$ cat src/rtl/bsd_pkg.sv
package bsd_pkg;
  typedef struct packed {
    logic cs_n;
    logic intack_n;
    logic sect;
    logic kind;
    logic as_n;
    logic ds_n;
    logic rw;
    logic rd_n;
    logic wr_n;
  } pins_t;

  localparam pins_t PINS_IDLE = '{cs_n: 1'b1, intack_n: 1'b1, sect: 1'b0, kind: 1'b0,
                                  as_n: 1'b1, ds_n: 1'b1, rw: 1'b1, rd_n: 1'b1, wr_n: 1'b1};

  localparam int unsigned NTGT = 4;

  typedef enum logic [1:0] {
    TGT_FIFO  = 2'd0,
    TGT_SCTL  = 2'd1,
    TGT_TXDMA = 2'd2,
    TGT_RXDMA = 2'd3
  } tgt_e;
endpackage

$ cat src/rtl/bsd_sync.sv
module bsd_sync #(
  parameter int unsigned W = 1,
  parameter logic [W-1:0] RST = '0
) (
  input  logic         clk_i,
  input  logic         rst_ni,
  input  logic [W-1:0] d_i,
  output logic [W-1:0] q_o
);
  logic [W-1:0] s1_q;

  always_ff @(posedge clk_i or negedge rst_ni) begin
    if (!rst_ni) begin
      s1_q <= RST;
      q_o  <= RST;
    end else begin
      s1_q <= d_i;
      q_o  <= s1_q;
    end
  end
endmodule

$ cat src/rtl/bsd_mode.sv
module bsd_mode (
  input  logic clk_i,
  input  logic rst_ni,
  input  logic as_fall_i,
  input  logic cfg_done_i,
  input  logic sect_i,
  output logic mux_o,
  output logic hs_ack_o
);
  logic locked_q;

  // mode learned from strobe activity, frozen by first config write
  always_ff @(posedge clk_i or negedge rst_ni) begin
    if (!rst_ni) begin
      mux_o    <= 1'b0;
      hs_ack_o <= 1'b0;
      locked_q <= 1'b0;
    end else if (!locked_q) begin
      if (as_fall_i) mux_o <= 1'b1;
      if (cfg_done_i) begin
        locked_q <= 1'b1;
        hs_ack_o <= sect_i;
      end
    end
  end
endmodule

$ cat src/rtl/bsd_decode.sv
module bsd_decode import bsd_pkg::*; #(
  parameter int unsigned IDX_W   = 5,
  parameter int unsigned BCR_IDX = 0
) (
  input  logic             clk_i,
  input  logic             rst_ni,
  input  logic             mux_i,
  input  logic             as_rise_i,
  input  logic             st_fall_i,
  input  logic             st_rise_i,
  input  logic             cs_n_i,
  input  logic             intack_n_i,
  input  logic             sect_i,
  input  logic             kind_i,
  input  logic             ds_n_i,
  input  logic             rw_i,
  input  logic             wr_n_i,
  input  logic [IDX_W-1:0] ad_i,
  input  logic [IDX_W-1:0] cmd_idx_i,
  output logic [NTGT-1:0]  sel_o,
  output logic [IDX_W-1:0] idx_o,
  output logic             wr_o,
  output logic             wcap_o,
  output logic             cfg_done_o
);
  localparam logic [IDX_W-1:0] CFG_IDX = IDX_W'(BCR_IDX);

  logic             lat_sect_q, lat_kind_q;
  logic [IDX_W-1:0] lat_idx_q;

  always_ff @(posedge clk_i or negedge rst_ni) begin
    if (!rst_ni) begin
      lat_sect_q <= 1'b0;
      lat_kind_q <= 1'b0;
      lat_idx_q  <= '0;
    end else if (as_rise_i) begin
      lat_sect_q <= sect_i;
      lat_kind_q <= kind_i;
      lat_idx_q  <= ad_i;
    end
  end

  logic             sect_eff, kind_eff, hit, is_wr;
  logic [IDX_W-1:0] idx_eff;
  tgt_e             tgt;
  logic [NTGT-1:0]  sel_d;

  always_comb begin
    sect_eff = mux_i ? lat_sect_q : sect_i;
    kind_eff = mux_i ? lat_kind_q : kind_i;
    idx_eff  = mux_i ? lat_idx_q  : cmd_idx_i;
    hit      = !cs_n_i && intack_n_i;
    is_wr    = !wr_n_i || (!ds_n_i && !rw_i);
    if (sect_eff) tgt = kind_eff ? TGT_FIFO  : TGT_SCTL;
    else          tgt = kind_eff ? TGT_RXDMA : TGT_TXDMA;
  end

  for (genvar g = 0; g < NTGT; g++) begin : g_sel
    assign sel_d[g] = hit && (tgt == tgt_e'(g));
  end

  always_ff @(posedge clk_i or negedge rst_ni) begin
    if (!rst_ni) begin
      sel_o  <= '0;
      idx_o  <= '0;
      wr_o   <= 1'b0;
      wcap_o <= 1'b0;
    end else if (st_fall_i) begin
      sel_o  <= sel_d;
      idx_o  <= idx_eff;
      wr_o   <= is_wr;
      wcap_o <= 1'b0;
    end else if (st_rise_i) begin
      wcap_o <= wr_o && (|sel_o);
      sel_o  <= '0;
    end else begin
      wcap_o <= 1'b0;
    end
  end

  assign cfg_done_o = st_rise_i && sel_o[TGT_SCTL] && wr_o && (idx_o == CFG_IDX);
endmodule

$ cat src/rtl/bus_slave_decoder.sv
module bus_slave_decoder import bsd_pkg::*; #(
  parameter int unsigned IDX_W   = 5,
  parameter int unsigned BCR_IDX = 0
) (
  input  logic             clk_i,
  input  logic             rst_ni,
  input  logic             cs_ni,
  input  logic             intack_ni,
  input  logic             sect_i,
  input  logic             kind_i,
  input  logic             as_ni,
  input  logic             ds_ni,
  input  logic             rw_i,
  input  logic             rd_ni,
  input  logic             wr_ni,
  input  logic [IDX_W-1:0] ad_lo_i,
  input  logic [IDX_W-1:0] cmd_idx_i,
  output logic [NTGT-1:0]  sel_o,
  output logic [IDX_W-1:0] idx_o,
  output logic             wr_o,
  output logic             wcap_o,
  output logic             mux_o,
  output logic             hs_ack_o
);
  localparam int unsigned PW = $bits(pins_t);
  localparam int unsigned SW = PW + IDX_W;

  pins_t            pins_raw, pins_s;
  logic [SW-1:0]    sync_q;
  logic [IDX_W-1:0] ad_s;

  assign pins_raw = '{cs_n: cs_ni, intack_n: intack_ni, sect: sect_i, kind: kind_i,
                      as_n: as_ni, ds_n: ds_ni, rw: rw_i, rd_n: rd_ni, wr_n: wr_ni};

  bsd_sync #(.W(SW), .RST({PINS_IDLE, {IDX_W{1'b0}}})) u_sync (
    .clk_i (clk_i),
    .rst_ni(rst_ni),
    .d_i   ({pins_raw, ad_lo_i}),
    .q_o   (sync_q)
  );

  assign pins_s = pins_t'(sync_q[SW-1:IDX_W]);
  assign ad_s   = sync_q[IDX_W-1:0];

  // any strobe style opens an access
  logic strb_s, strb_prev_q, as_prev_q;
  logic as_fall, as_rise, st_fall, st_rise;

  assign strb_s = pins_s.ds_n & pins_s.rd_n & pins_s.wr_n;

  always_ff @(posedge clk_i or negedge rst_ni) begin
    if (!rst_ni) begin
      strb_prev_q <= 1'b1;
      as_prev_q   <= 1'b1;
    end else begin
      strb_prev_q <= strb_s;
      as_prev_q   <= pins_s.as_n;
    end
  end

  assign as_fall = as_prev_q & ~pins_s.as_n;
  assign as_rise = ~as_prev_q & pins_s.as_n;
  assign st_fall = strb_prev_q & ~strb_s;
  assign st_rise = ~strb_prev_q & strb_s;

  logic cfg_done;

  bsd_decode #(.IDX_W(IDX_W), .BCR_IDX(BCR_IDX)) u_decode (
    .clk_i     (clk_i),
    .rst_ni    (rst_ni),
    .mux_i     (mux_o),
    .as_rise_i (as_rise),
    .st_fall_i (st_fall),
    .st_rise_i (st_rise),
    .cs_n_i    (pins_s.cs_n),
    .intack_n_i(pins_s.intack_n),
    .sect_i    (pins_s.sect),
    .kind_i    (pins_s.kind),
    .ds_n_i    (pins_s.ds_n),
    .rw_i      (pins_s.rw),
    .wr_n_i    (pins_s.wr_n),
    .ad_i      (ad_s),
    .cmd_idx_i (cmd_idx_i),
    .sel_o     (sel_o),
    .idx_o     (idx_o),
    .wr_o      (wr_o),
    .wcap_o    (wcap_o),
    .cfg_done_o(cfg_done)
  );

  bsd_mode u_mode (
    .clk_i     (clk_i),
    .rst_ni    (rst_ni),
    .as_fall_i (as_fall),
    .cfg_done_i(cfg_done),
    .sect_i    (pins_s.sect),
    .mux_o     (mux_o),
    .hs_ack_o  (hs_ack_o)
  );
endmodule

$ cat config.mk
export PLATFORM = sky130hd
export DESIGN_NAME = bus_slave_decoder
export DESIGN_NICKNAME = d
export VERILOG_FILES = /design/src/rtl/bsd_pkg.sv /design/src/rtl/bsd_sync.sv /design/src/rtl/bsd_mode.sv /design/src/rtl/bsd_decode.sv /design/src/rtl/bus_slave_decoder.sv
export SDC_FILE = /design/constraint.sdc
export NUM_CORES = 1
export LEC_CHECK = 0
export ABC_CLOCK_PERIOD_IN_PS = 2550
export BUFFER_PORTS_ARGS = -buffer_cell sky130_fd_sc_hd__buf_2
export CAP_MARGIN = 20
export CORE_UTILIZATION = 56
export CTS_CLUSTER_SIZE = 30
export DETAILED_ROUTE_END_ITERATION = 8
export GPL_TIMING_DRIVEN = 0
export PLACE_DENSITY = 0.78
export REMOVE_ABC_BUFFERS = 1
export SYNTH_ARGS = -nofsm -noshare
export SYNTH_HDL_FRONTEND = slang
export SYNTH_SLANG_ARGS = --single-unit
export TNS_END_PERCENT = 1
$ cat constraint.sdc
create_clock -name clk_i -period 2.55 [get_ports clk_i]
set_input_delay 0.51 -clock clk_i [delete_from_list [all_inputs] [get_ports clk_i]]
set_output_delay 0.51 -clock clk_i [all_outputs]
set_load 0.005 [all_outputs]
# --- Word-level counts from Yosys, hierarchy flattened ---
# Cells that the tools add are included.
word_totals:
  reg_bits: 51
classes:
  reduce_logical: 21
  n_mux: 12
  bitwise_logic: 11
  n_eq_ne: 3
ops:
  columns: ["cell", "n"]
  rows:
  - ["$logic_and 1x1->1", 10]
  - ["$mux 1", 8]
  - ["$mux 4", 2]
  - ["$and 1x1->1", 6]
  - ["$logic_not 5->1", 1]
  - ["$mux 5", 1]
  - ["$not 1->1", 5]
  - ["$eq 2x2->1 const B", 2]
  - ["$logic_not 1->1", 4]
  - ["$reduce_and 2->1", 2]
  - ["$reduce_or 4->1", 1]
  - ["$eq 2x1->1 const B", 1]
  - ["$logic_not 2->1", 1]
  - ["$mux 2", 1]
  - ["$reduce_bool 2->1", 1]
  - ["$logic_or 1x1->1", 1]

# --- Depth between registers and ports, before layout ---
depth:
  word_depth: 8
  mapped_depth: 6

# --- Modules after synthesis ---
# A second synthesis with hierarchy kept.
hier_totals:
  hier_cells: 108
  area_unflattened_um2: 1734.2
by_module_without_submodules:
  columns: ["module", "area_each_um2", "n_inst", "cells_per_inst"]
  rows:
  - ["bsd_decode", 810.8, 1, 64]
  - ["bsd_sync", 718.2, 1, 28]
  - ["bsd_mode", 116.4, 1, 8]
  - ["bus_slave_decoder", 88.8, 1, 8]

# --- Worst setup path after synthesis ---
# Ideal clock, no wire load.
synth_timing:
  path_kind: "register to register"
  from: "reg u_sync.q_o[5]"
  to: "reg u_decode.sel_o[2]"
  path_stages_with_launch: 5
  slack_ns: 0.985
  arrival_ns: 1.443
  path_buffers: 0
  cell_sequence: "dfstp_2 > nand3_1 > ha_1 > and4bb_2 > a32o_1"
synth_between:
  elab_chain_cells: 4
  elab_cells_between_ends: 6
  classes_between: "1 x mux; 4 x bitwise; 1 x reduce/logical"
synth_rtl:
  columns: ["element", "line", "rtl"]
  rows:
  - ["from (decl)", "bsd_sync.sv:8", "output logic [W-1:0] q_o"]
  - ["from (signal assigned)", "bsd_sync.sv:18", "q_o <= s1_q;"]
  - ["$and 1x1->1 *", "bus_slave_decoder.sv:49", "assign strb_s = pins_s.ds_n & pins_s.rd_n & pins_s.wr_n;"]
  - ["$not 1->1", "bus_slave_decoder.sv:63", "assign st_fall = strb_prev_q & ~strb_s;"]
  - ["$and 1x1->1", "bus_slave_decoder.sv:63", null]
  - ["$mux 4 / $reduce_bool 2->1 (equally long branches)", null, null]
  - ["to (signal assigned)", "bsd_decode.sv:69", "sel_o <= sel_d;"]
  - ["to (decl)", "bsd_decode.sv:20", "output logic [NTGT-1:0] sel_o,"]
# Mark *: on every way between the ends. The rest lies on a longest branch, timed or not.
# A chain may end at the register's enable or synchronous reset.

# --- Worst setup path after layout ---
layout_timing:
  from: "reg u_sync.q_o[5]"
  to: "reg u_decode.sel_o[2]"
layout_between:
  elab_chain_cells: 4
  elab_cells_between_ends: 6
  classes_between: "1 x mux; 4 x bitwise; 1 x reduce/logical"
layout_rtl:
  columns: ["element", "line", "rtl"]
  rows:
  - ["$and 1x1->1 *", "bus_slave_decoder.sv:49", null]
  - ["$not 1->1 *", "bus_slave_decoder.sv:63", null]
  - ["$and 1x1->1 *", "bus_slave_decoder.sv:63", null]
  - ["via st_fall", "bus_slave_decoder.sv:47", "logic as_fall, as_rise, st_fall, st_rise;"]
  - ["$mux 4 / $reduce_bool 2->1 (equally long branches)", null, null]
# Mark *: on every way through the listed nets, which the timed path passes. The rest lies on a longest branch.

==> results.toml <==
[yosys]
synthMuxAreaShare = 0.0940
synth_cell_type_count = 28
synth.most_common_cell = "dfrtp_1"
synth_seq_cells = 51
synthFlopType = "dfrtp_1"
synth-compound-area-share = 0.0397
synthXorXnorAreaFrac = 0
synthTopCellsByArea = "dfrtp_1 (51%), dfstp_2 (25%), mux2_2 (5.3%)"
ys_warn_count = 0
synth_fa_ha_area_frac = 0.0147
syn_inst = 107
synth_area_sq_um = 1700
synthSimpleGateAreaFrac = 0.0786
synth_top_family_by_area = "multiplexers"
postSynthAreaPerCell_sq_um = 15.9
synth_edf_count = 0
synthTopCellsByCount = "dfrtp_1 (35), dfstp_2 (16), mux2_2 (8)"
async_reset_ff_frac = 1.00
yosysTopAreaCell = "dfrtp_1"
synth_top_area_frac = 0.514
synth.yosys.seq_area_share = 0.761

[timing]
fmax_mhz = 583
setup_tns_ps = 0
setup_viol = 0
fin_hold_ws_ps = 80.3
rsz0062_at_grt = "false"
finalCriticalPeriod_ps = 1710
skew_ps = 5.40
tightest_slew_ps = 567
relSlewSlack = 0.621
layout_setup_ws_ps = 836
fin_crit_sh = 0.672
hold_viol = 0
maxSlewViolCount = 0

[routing]
drtPass1Iterations = 6
vias = 897
routed_wl_mm = 2.39
wire_per_inst_um = 13.5
drt_iter0_markers = 26
drc_errors = 4
via_per_inst = 5.07
ant_nets = 0

[global_route]
grt_max_degree = 52
grt_pass1_wl_mm = 3.80
grt_pass1_vias = 816
grt_usage = 0.167
antenna_found_initial = 0
overflow = 0

[job]
maxCapViolations = 0

[place]
portBuffers = 33
dp_hpwl_mm = 1.68
pre_cts_slack_ps = 860
place_congestion = 0.709

[cts]
cts_resized = 0
cts.clk_slew.worst_paths_ps = 140
numCtsBuffers = 5
cts_setup_buffers = 0
insertion_delay_ps = 360
clock_sinks = 51
hold_buffers = 0
clock-root-buffer = "clkbuf_4"
cts_buffer_depth = 2
cts_tree = "built"
h-tree-depth = 2

[finish]
antenna_cells = 0
post-route-util = 0.698
syn_to_final_growth_pct = 16.0
drive_gt1_frac = 0.479
nets = 168

[run_status]
status = "complete, but fails checks"
violations = "DRC"

[critical_path]
start_kind = "register"
arrival_ps = 1980
critPathMaxFanout = 14
cpMaxStageDelayCell = "dfstp_2"
path_buf_inv = 0
critical_path_class = "reg2reg"
crit_family = "flip-flops"
endpoint_kind = "register"
required_ps = 2820
crit_chain = "nand3_1 -> ha_1 -> and4bb_2 -> a32o_1"
crit_path_max_incr_delay_ps = 560

[die]
rows = 19
core_area_sq_um = 2830
dieArea_sq_um = 3270
initial_utilization = 0.602
die_w_um = 57.1
ios = 34
die_y_um = 57.1

[pwr]
leakage_nw = 0.941
p_per_area_nw_per_um2 = 705
vdd_ir_drop_max_mv = 0.570

[hold_path]
hold_class = "in2async"
==> layer usage <==
metal	wire length, um	vias to the layer above	track usage
met4	35	0	0.0627
met3	141	5	0.0816
li1	-	441	-
met1	1090	421	0.216
met5	0	-	0
met2	1130	30	0.247
==> metrics by stage <==
step                      total power (W)  std cells  instance area, sq um
after global routing              0.00147        177                  1980
after CTS                         0.00141        176                  1960
after detailed placement          0.00105        168                  1890
final                             0.00139        177                  1980
after global placement            0.00104        168                  1890
after floorplan                  0.000980        104                  1690
==> cell usage in the layout (no fill, tap or decap) <==
cell	count
mux2i_1	7
dfstp_2	16
o21a_1	1
clkbuf_4	5
buf_12	1
o211ai_1	1
o21ai_0	2
nand3b_1	1
and4bb_2	1
nor2b_1	1
or4_4	1
inv_1	2
nor3_1	1
ha_1	2
nor4_1	1
nand3_1	1
buf_2	33
dfrtp_1	35
nand4b_1	1
mux2_2	8
or2_2	1
nor3b_1	1
clkinvlp_4	2
o21bai_1	1
nand2b_1	1
a21oi_1	5
nand2_1	6
inv_6	1
nor3_2	1
a32o_1	1
nor2_1	5
==> flip-flops by register name, indices dropped and copies added, names as in the netlist, 4 cells and up <==
register / count
u_sync.q_o: 14
u_decode.lat_idx_q: 5
u_sync.s1_q: 14
u_decode.sel_o: 4
u_decode.idx_o: 5
==> cells by family after synthesis <==
| kind of cell | after synthesis |
|---|---|
| flip-flops | 51 |
| buffers and inverters | 5 |
| adder cells (fa/ha/maj) | 2 |
| AO/OA/AOI/OAI | 11 |
| AND/OR/NAND/NOR | 23 |
| multiplexers | 15 |
==> final timing paths <==
kind | from | endpoint | slack, ps | cells after the start
hold / removal | rst_ni | u_decode.idx_o[4] | 80 | 1
setup / recovery | u_sync.q_o[5] | u_decode.sel_o[2] | 840 | 4
hold reg to reg | u_sync.s1_q[8] | u_sync.q_o[8] | 360 | 0
min in group clk_i | rd_ni | u_sync.s1_q[6] | 230 | 1
max in group asynchronous | rst_ni | u_sync.q_o[9] | 1880 | 2
setup reg to reg | u_sync.q_o[5] | u_decode.sel_o[2] | 840 | 4
==> layout make-up <==
| cell class | count | area, sq um |
|---|---|---|
| clock buffers | 5 | 37.5 |
| clock inverters | 3 | 23.8 |
| fillers | 207 | 853 |
| inverters | 2 | 7.51 |
| multi-input cells | 51 | 387 |
| flip-flops and latches | 51 | 1300 |
| well taps | 31 | 38.8 |
| repair buffers | 34 | 185 |
==> where the power goes <==
part           total, W  switching (W)  internal, W  leakage [nW]
Sequential     0.000916      0.0000353     0.000880         0.584
Combinational  0.000122      0.0000583    0.0000632         0.328
Clock          0.000356       0.000245     0.000111        0.0278
Total           0.00139       0.000339      0.00105         0.941
(Power assumes the default switching activity.)
